<file path="config.mk">
export PLATFORM = sky130hd
export DESIGN_NAME = pkt_page_alloc
export DESIGN_NICKNAME = d
export VERILOG_FILES = /design/src/rtl/pkt_alloc_pkg.sv /design/src/rtl/pkt_alloc_pick.sv /design/src/rtl/pkt_alloc_fifo.sv /design/src/rtl/pkt_alloc_busy.sv /design/src/rtl/pkt_page_alloc.sv
export SDC_FILE = /design/constraint.sdc
export NUM_CORES = 1
export LEC_CHECK = 0
export CORE_ASPECT_RATIO = 1.75
export CORE_UTILIZATION = 48
export DETAILED_ROUTE_END_ITERATION = 12
export PLACE_DENSITY = 0.71
export SYNTH_ARGS = -nofsm -noshare
export SYNTH_HDL_FRONTEND = slang
export SYNTH_SLANG_ARGS = --single-unit
export TNS_END_PERCENT = 5
</file>
<file path="constraint.sdc">
create_clock -name clk -period 3.9 [get_ports clk]
set_clock_uncertainty 0.15 [all_clocks]
set_input_delay 0.39 -clock clk [delete_from_list [all_inputs] [get_ports clk]]
set_output_delay 0.39 -clock clk [all_outputs]
set_load 0.01 [all_outputs]
</file>
<file path="src/rtl/pkt_alloc_pkg.sv">
package pkt_alloc_pkg;
   typedef enum logic [2:0] {
      OP_NOP        = 3'd0,
      OP_ALLOC      = 3'd1,
      OP_RESET      = 3'd2,
      OP_RELEASE_RX = 3'd3,
      OP_FREE       = 3'd4,
      OP_ENQUEUE    = 3'd5
   } alloc_op_e;
endpackage

</file>
<file path="src/rtl/pkt_alloc_pick.sv">
// Lowest-index-first selector over a free bitmap.
module pkt_alloc_pick #(
   parameter int N = 4,
   localparam int IW = (N > 1) ? $clog2(N) : 1
) (
   input  logic [N-1:0]  vec,
   output logic          found,
   output logic [IW-1:0] idx
);
   always_comb begin
      found = 1'b0;
      idx   = '0;
      for (int i = N - 1; i >= 0; i--) begin
         if (vec[i]) begin
            found = 1'b1;
            idx   = IW'(i);
         end
      end
   end
endmodule

</file>
<file path="src/rtl/pkt_alloc_fifo.sv">
// Small packet-number queue with flush; push when full and pop when empty are dropped.
module pkt_alloc_fifo #(
   parameter int DEPTH = 4,
   parameter int W     = 2,
   localparam int AW   = (DEPTH > 1) ? $clog2(DEPTH) : 1
) (
   input  logic         clk,
   input  logic         rst_n,
   input  logic         flush,
   input  logic         push,
   input  logic [W-1:0] push_data,
   input  logic         pop,
   output logic [W-1:0] head,
   output logic [AW:0]  count,
   output logic         full
);
   generate
      if ((1 << AW) != DEPTH) begin : g_bad_depth
         $error("pkt_alloc_fifo: DEPTH must be a power of two");
      end
   endgenerate

   logic [W-1:0]  mem [DEPTH];
   logic [AW-1:0] wr_ptr, rd_ptr;
   logic          push_ok, pop_ok;

   assign full    = (count == (AW + 1)'(DEPTH));
   assign push_ok = push && !full;
   assign pop_ok  = pop && (count != '0);
   assign head    = mem[rd_ptr];

   always_ff @(posedge clk or negedge rst_n) begin
      if (!rst_n) begin
         wr_ptr <= '0;
         rd_ptr <= '0;
         count  <= '0;
      end else if (flush) begin
         wr_ptr <= '0;
         rd_ptr <= '0;
         count  <= '0;
      end else begin
         if (push_ok) wr_ptr <= wr_ptr + 1'b1;
         if (pop_ok)  rd_ptr <= rd_ptr + 1'b1;
         if (push_ok && !pop_ok)      count <= count + 1'b1;
         else if (pop_ok && !push_ok) count <= count - 1'b1;
      end
   end

   always_ff @(posedge clk) begin
      if (push_ok && !flush) mem[wr_ptr] <= push_data;
   end

   // a lone pop shortens the queue by exactly one entry
   p_pop_shrinks_r8: assert property (@(posedge clk) disable iff (!rst_n)
      (pop && count != '0 && !push && !flush) |=> (count == $past(count) - 1'b1));
endmodule

</file>
<file path="src/rtl/pkt_alloc_busy.sv">
// Busy window for multi-cycle commands; fire marks the last busy cycle.
module pkt_alloc_busy #(
   parameter int CYC = 3,
   localparam int CW = $clog2(CYC + 1)
) (
   input  logic clk,
   input  logic rst_n,
   input  logic start,
   output logic busy,
   output logic fire
);
   generate
      if (CYC < 1) begin : g_bad_cyc
         $error("pkt_alloc_busy: CYC must be at least 1");
      end
   endgenerate

   logic [CW-1:0] cnt;

   assign busy = (cnt != '0);
   assign fire = (cnt == CW'(1));

   always_ff @(posedge clk or negedge rst_n) begin
      if (!rst_n)             cnt <= '0;
      else if (start && !busy) cnt <= CW'(CYC);
      else if (busy)          cnt <= cnt - 1'b1;
   end

   // the busy window closes right after its final cycle
   p_fire_ends_r6: assert property (@(posedge clk) disable iff (!rst_n)
      fire |=> !busy);
endmodule

</file>
<file path="src/rtl/pkt_page_alloc.sv">
module pkt_page_alloc
   import pkt_alloc_pkg::*;
#(
   parameter int MEM_BYTES  = 8192,
   parameter int SLOT_BYTES = 2048,
   parameter int PAGE_BYTES = 256,
   parameter int NUM_SLOTS  = MEM_BYTES / SLOT_BYTES,
   parameter int MAX_PAGES  = SLOT_BYTES / PAGE_BYTES - 1,
   parameter int PAGE_W     = 4,
   parameter int BUSY_CYC   = 3,
   parameter int RXQ_DEPTH  = NUM_SLOTS
) (
   input  logic                         clk,
   input  logic                         rst_n,
   input  logic                         cmd_valid,
   input  logic [2:0]                   cmd_op,
   input  logic [PAGE_W-1:0]            cmd_pages,
   input  logic [$clog2(NUM_SLOTS)-1:0] cmd_pnum,
   output logic                         busy,
   output logic [$clog2(NUM_SLOTS)-1:0] alloc_pnum,
   output logic                         alloc_fail,
   output logic                         alloc_irq,
   input  logic                         alloc_irq_clr,
   input  logic                         autorel_en,
   output logic                         txq_valid,
   output logic [$clog2(NUM_SLOTS)-1:0] txq_pnum,
   input  logic                         tx_done,
   output logic                         tx_empty_irq,
   input  logic                         tx_empty_clr,
   input  logic                         rx_frame_in,
   output logic                         rx_grant_valid,
   output logic                         rx_grant_ok,
   output logic [$clog2(NUM_SLOTS)-1:0] rx_grant_pnum,
   output logic                         rx_empty,
   output logic [$clog2(NUM_SLOTS)-1:0] rx_head_pnum
);
   localparam int PN_W  = $clog2(NUM_SLOTS);
   localparam int TQ_AW = $clog2(NUM_SLOTS);
   localparam int RQ_AW = (RXQ_DEPTH > 1) ? $clog2(RXQ_DEPTH) : 1;

   generate
      if (NUM_SLOTS < 2 || (1 << PN_W) != NUM_SLOTS) begin : g_bad_slots
         $error("pkt_page_alloc: slot count must be a power of two, at least 2");
      end
      if (MAX_PAGES >= (1 << PAGE_W)) begin : g_bad_pages
         $error("pkt_page_alloc: PAGE_W too narrow for MAX_PAGES");
      end
   endgenerate

   alloc_op_e op, pend_op;
   logic [PN_W-1:0] pend_pnum;
   assign op = alloc_op_e'(cmd_op);

   logic accept, acc_alloc, acc_long, acc_enq, fire;
   assign accept    = cmd_valid && !busy;
   assign acc_alloc = accept && (op == OP_ALLOC);
   assign acc_enq   = accept && (op == OP_ENQUEUE);
   assign acc_long  = accept && (op == OP_RESET || op == OP_RELEASE_RX || op == OP_FREE);

   pkt_alloc_busy #(.CYC(BUSY_CYC)) busy_i (
      .clk(clk), .rst_n(rst_n), .start(acc_long), .busy(busy), .fire(fire));

   always_ff @(posedge clk or negedge rst_n) begin
      if (!rst_n) begin
         pend_op   <= OP_NOP;
         pend_pnum <= '0;
      end else if (acc_long) begin
         pend_op   <= op;
         pend_pnum <= cmd_pnum;
      end
   end

   logic fire_reset, fire_free, fire_rel;
   assign fire_reset = fire && (pend_op == OP_RESET);
   assign fire_free  = fire && (pend_op == OP_FREE);
   assign fire_rel   = fire && (pend_op == OP_RELEASE_RX);

   // Slot ownership, 1 = free
   logic [NUM_SLOTS-1:0] free_map, alloc_mask, rx_mask, set_mask;
   logic                 a_found, b_found, pages_ok, alloc_take, rx_accept, rx_take;
   logic [PN_W-1:0]      a_idx, b_idx;

   pkt_alloc_pick #(.N(NUM_SLOTS)) pick_tx_i (
      .vec(free_map), .found(a_found), .idx(a_idx));

   assign pages_ok   = (cmd_pages <= PAGE_W'(MAX_PAGES));
   assign alloc_take = acc_alloc && pages_ok && a_found;
   assign alloc_mask = alloc_take ? (NUM_SLOTS'(1) << a_idx) : '0;

   pkt_alloc_pick #(.N(NUM_SLOTS)) pick_rx_i (
      .vec(free_map & ~alloc_mask), .found(b_found), .idx(b_idx));

   // Transmit queue
   logic [TQ_AW:0] txq_count;
   logic           txq_full, tx_pop, tx_last;
   pkt_alloc_fifo #(.DEPTH(NUM_SLOTS), .W(PN_W)) txq_i (
      .clk(clk), .rst_n(rst_n), .flush(fire_reset), .push(acc_enq),
      .push_data(cmd_pnum), .pop(tx_done), .head(txq_pnum),
      .count(txq_count), .full(txq_full));
   assign txq_valid = (txq_count != '0);
   assign tx_last   = (txq_count == (TQ_AW + 1)'(1));
   assign tx_pop    = tx_done && txq_valid;

   // Receive queue
   logic [RQ_AW:0] rxq_count;
   logic           rxq_full;
   assign rx_accept = rx_frame_in && !(busy && pend_op == OP_RESET);
   assign rx_take   = rx_accept && b_found && !rxq_full;
   assign rx_mask   = rx_take ? (NUM_SLOTS'(1) << b_idx) : '0;
   pkt_alloc_fifo #(.DEPTH(RXQ_DEPTH), .W(PN_W)) rxq_i (
      .clk(clk), .rst_n(rst_n), .flush(fire_reset), .push(rx_take),
      .push_data(b_idx), .pop(fire_rel), .head(rx_head_pnum),
      .count(rxq_count), .full(rxq_full));
   assign rx_empty = (rxq_count == '0);

   always_comb begin
      set_mask = '0;
      if (tx_pop && autorel_en)   set_mask = set_mask | (NUM_SLOTS'(1) << txq_pnum);
      if (fire_rel && !rx_empty) set_mask = set_mask | (NUM_SLOTS'(1) << rx_head_pnum);
      if (fire_free)             set_mask = set_mask | (NUM_SLOTS'(1) << pend_pnum);
   end

   always_ff @(posedge clk or negedge rst_n) begin
      if (!rst_n)          free_map <= '1;
      else if (fire_reset) free_map <= '1;
      else                 free_map <= (free_map | set_mask) & ~(alloc_mask | rx_mask);
   end

   // Allocation result and status bits
   always_ff @(posedge clk or negedge rst_n) begin
      if (!rst_n) begin
         alloc_pnum   <= '0;
         alloc_fail   <= 1'b0;
         alloc_irq    <= 1'b0;
         tx_empty_irq <= 1'b0;
      end else if (fire_reset) begin
         alloc_pnum   <= '0;
         alloc_fail   <= 1'b0;
         alloc_irq    <= 1'b0;
         tx_empty_irq <= 1'b0;
      end else begin
         if (acc_alloc) begin
            alloc_fail <= !alloc_take;
            alloc_pnum <= alloc_take ? a_idx : '0;
         end
         if (alloc_take)         alloc_irq <= 1'b1;
         else if (alloc_irq_clr) alloc_irq <= 1'b0;
         if (tx_pop && tx_last && !(acc_enq && !txq_full)) tx_empty_irq <= 1'b1;
         else if (tx_empty_clr)                            tx_empty_irq <= 1'b0;
      end
   end

   always_ff @(posedge clk or negedge rst_n) begin
      if (!rst_n) begin
         rx_grant_valid <= 1'b0;
         rx_grant_ok    <= 1'b0;
         rx_grant_pnum  <= '0;
      end else begin
         rx_grant_valid <= rx_accept;
         rx_grant_ok    <= rx_take;
         rx_grant_pnum  <= rx_take ? b_idx : '0;
      end
   end

   // an accepted multi-cycle command makes the unit busy
   p_long_busy_r6: assert property (@(posedge clk) disable iff (!rst_n)
      acc_long |=> busy);
   // an oversized request fails without raising the allocation status
   p_oversize_fail_r3: assert property (@(posedge clk) disable iff (!rst_n)
      (acc_alloc && cmd_pages > PAGE_W'(MAX_PAGES)) |=> (alloc_fail && !$rose(alloc_irq)));
   // a reported grant names a slot now owned
   p_grant_owned_r2: assert property (@(posedge clk) disable iff (!rst_n)
      acc_alloc |=> (alloc_fail || !free_map[alloc_pnum]));
   // a granted receive slot is owned
   p_rx_owned_r10: assert property (@(posedge clk) disable iff (!rst_n)
      rx_grant_ok |-> !free_map[rx_grant_pnum]);
   // the reset command leaves every slot free and both queues empty
   p_reset_clean_r12: assert property (@(posedge clk) disable iff (!rst_n)
      fire_reset |=> (&free_map && !txq_valid && rx_empty));
endmodule

</file>
==> metrics <==
n_diodes 0; Seq/Total Area, Yosys a little under half; pwr dens 678.2 nW/µm²; Starting Density between 50% and 60%; GR Overflow Total 0; RSZ-0062 raised after global routing false; peak supply drop around 0.00042 V; row count 36; total CTS buffers 5; total die area approximately 6300 µm²; syn nets between 200 and 300; Total Wirelength approximately 5.5 mm; endpoint class of the critical path flop; cts repair resizes 0; ys flop type dfrtp_1; Mapped Area roughly 2900 µm²; antenna violations before repair 0; asr flop ratio synth about two thirds; Max Transition Viols Final 0; Post-synth EDFFs 16; Critical Path Fanout Max 15; footprint of the multi-input gates 1373 µm²; CTS root buf clkbuf_8; iteration count of the initial detailed-routing pass 4; ratio of cells with drive above 1 in the final layout 10.42%; total I/O pin count 33; antenna viol nets, final 0; CP Data Required Time 3990 ps; filler cell count 526; Layout area overhead 14.87%; post-synthesis cell type count 63; cts hold-fix bufs 0; final core utilization approximately 58%; first-pass GRT wire length about 9.5 mm; # nets final approximately 320; first-iteration detailed-routing DRC count 38; final setup fails 0; clk buf depth 2; # clock sinks 50; Die Span X between 60 and 70 µm; Leak Pwr 1.355 nW; endpoints failing hold 0; MaxCap Viol Count 0; pin count of the biggest net entering global routing 35; GRT Total Usage 20.06%; routability cong. 0.8280; setup TNS after final layout 0 ps; cells after synthesis around 270; clock transition at the registers of the reported paths 100 ps; status completed; post-detail-place hpwl slightly above 4 mm; kind of critical path flop to flop; CP arrival approximately 2900 ps; Fmax 351.3 MHz; H-tree depth 2; Setup Fix Bufs, Post-CTS 0; Final min period between 2000 and 3000 ps; startpoint type of the worst setup path flop; TritonCTS clock tree built; FF+latch area around 1300 µm²; routed len/inst between 15 and 20 µm; Port Buf Inserts 29; Period Utilization, post-route around 73%; worst hold path type primary input to async pin; DR DRC count 0; DIE HEIGHT 104.1 µm; actual slew at the worst max-slew pin roughly 840 ps; Clock Latency Late Sink approximately 310 ps; Mean Syn Cell Area between 10 and 15 µm²; DR vias around 2000; most frequent cells in the layout dfrtp_1 (30), clkdlybuf4s50_1 (29), nor2_1 (23); Synth Register Bits 50; most common cell after layout, fill and taps aside dfrtp_1; CORE AREA between 5000 and 6000 µm²; Yosys warnings 0; vias in the first global route 2050; Vias/cell about 5.6; relative slew slack between 40 and 50%
-- metrics by stage --
stage	worst slack [ps]	cells	hold WS [ps]	cell area (µm²)	power, mW
2_1_floorplan	1425	265	-55.59	2860	1.579
3_3_place_gp	910.2	356	368.5	3169	1.828
3_5_place_dp	887.8	356	365.6	3169	1.866
4_1_cts	1068	364	365.1	3286	2.243
5_1_grt	810.2	364	387.6	3286	2.399
6_report	1054	364	348.0	3286	2.228
-- per-layer routing --
metal	global-route usage, %	part of all wire (%)	vias to the layer above
met5	0	0	-
met4	10.47	4.2	0
met3	3.483	2.4	14
met2	35.79	56	28
met1	21.01	37	1001
li1	-	-	993
-- critical path, stage by stage (launching register included) --
cell and delay (ps):
dfstp_2 710, or4_1 280, nand4_2 170, a211oi_1 560, inv_1 120, fa_1 390, mux2i_1 190, mux2i_1 200
-- power breakdown --
part / internal, mW / switching, mW / total (mW) / leakage (nW)
registers: 0.756 / 0.213 / 0.969 / 0.554
logic: 0.449 / 0.434 / 0.883 / 0.742
clock network: 0.195 / 0.182 / 0.377 / 0.0587
-- Yosys cell counts, types with 2 or more instances --
cell	n	area, µm²
edfxtp_1	16	480.5
dfstp_2	4	105.1
mux4_2	2	45.04
buf_6	3	33.78
mux2i_1	11	110.1
and2_1	3	18.77
nor3b_1	6	45.04
maj3_1	4	40.04
a211o_1	2	17.52
a2111oi_1	2	20.02
o21ai_0	6	30.03
a21oi_1	12	60.06
ha_1	14	175.2
a211oi_1	3	22.52
nor3_1	5	25.02
nor2_1	23	86.33
nor4_1	4	25.02
buf_2	4	20.02
a311oi_1	2	17.52
mux2_2	4	45.04
nand2_1	14	52.55
nand4_1	4	25.02
xnor2_1	7	61.31
clkbuf_1	8	30.03
nand4b_1	3	26.28
and3_1	5	31.28
a31oi_1	3	18.77
nor2b_1	3	18.77
xor2_1	5	43.79
inv_1	16	60.06
nand2b_1	4	25.02
dfrtp_1	30	750.7
nand3_1	3	15.01
-- logic make-up after synthesis --
kind of cell    count (synthesis)  synth area share [%]
buf+inv                        32                 5.293
simple gates                   91                 18.33
mux                            17                 6.999
flops                          50                 46.72
xor+xnor                       12                 3.675
compound gates                 44                 10.76
fa+ha+maj                      19                 8.224
-- layout make-up --
class | count | share of cell area [%]
Clock buffer | 5 | 2.094
Clock inverter | 3 | 1.447
Inverter | 16 | 1.828
Multi-Input combinational cell | 183 | 41.77
Sequential cell | 50 | 40.67
Tap cell | 76 | 2.894
Timing Repair Buffer | 31 | 9.292
-- sequential cells by signal, indices dropped and copies added (netlist names), 2 cells and up --
name,flops
pend_pnum,2
rx_grant_pnum,2
txq_i.wr_ptr,2
pend_op,3
txq_i.rd_ptr,2
rxq_i.wr_ptr,2
rxq_i.count,3
txq_i.mem,8
rxq_i.mem,8
alloc_pnum,2
txq_i.count,3
free_map,4
busy_i.cnt,2
rxq_i.rd_ptr,2
-- path summary, 6_finish.rpt --
path | slack (ps) | to | depth (start not counted) | startpoint
setup / recovery | 1050 | rxq_i.count[2] | 7 | free_map[0]
hold / removal | 350 | rx_grant_valid | 2 | rst_n
setup reg to reg | 1050 | rxq_i.count[2] | 7 | free_map[0]
hold reg to reg | 380 | alloc_pnum[1] | 2 | alloc_pnum[1]
max in group asynchronous | 2900 | free_map[0] | 2 | rst_n
min in group clk | 380 | alloc_pnum[1] | 2 | alloc_pnum[1]
(Power assumes the default switching activity.)
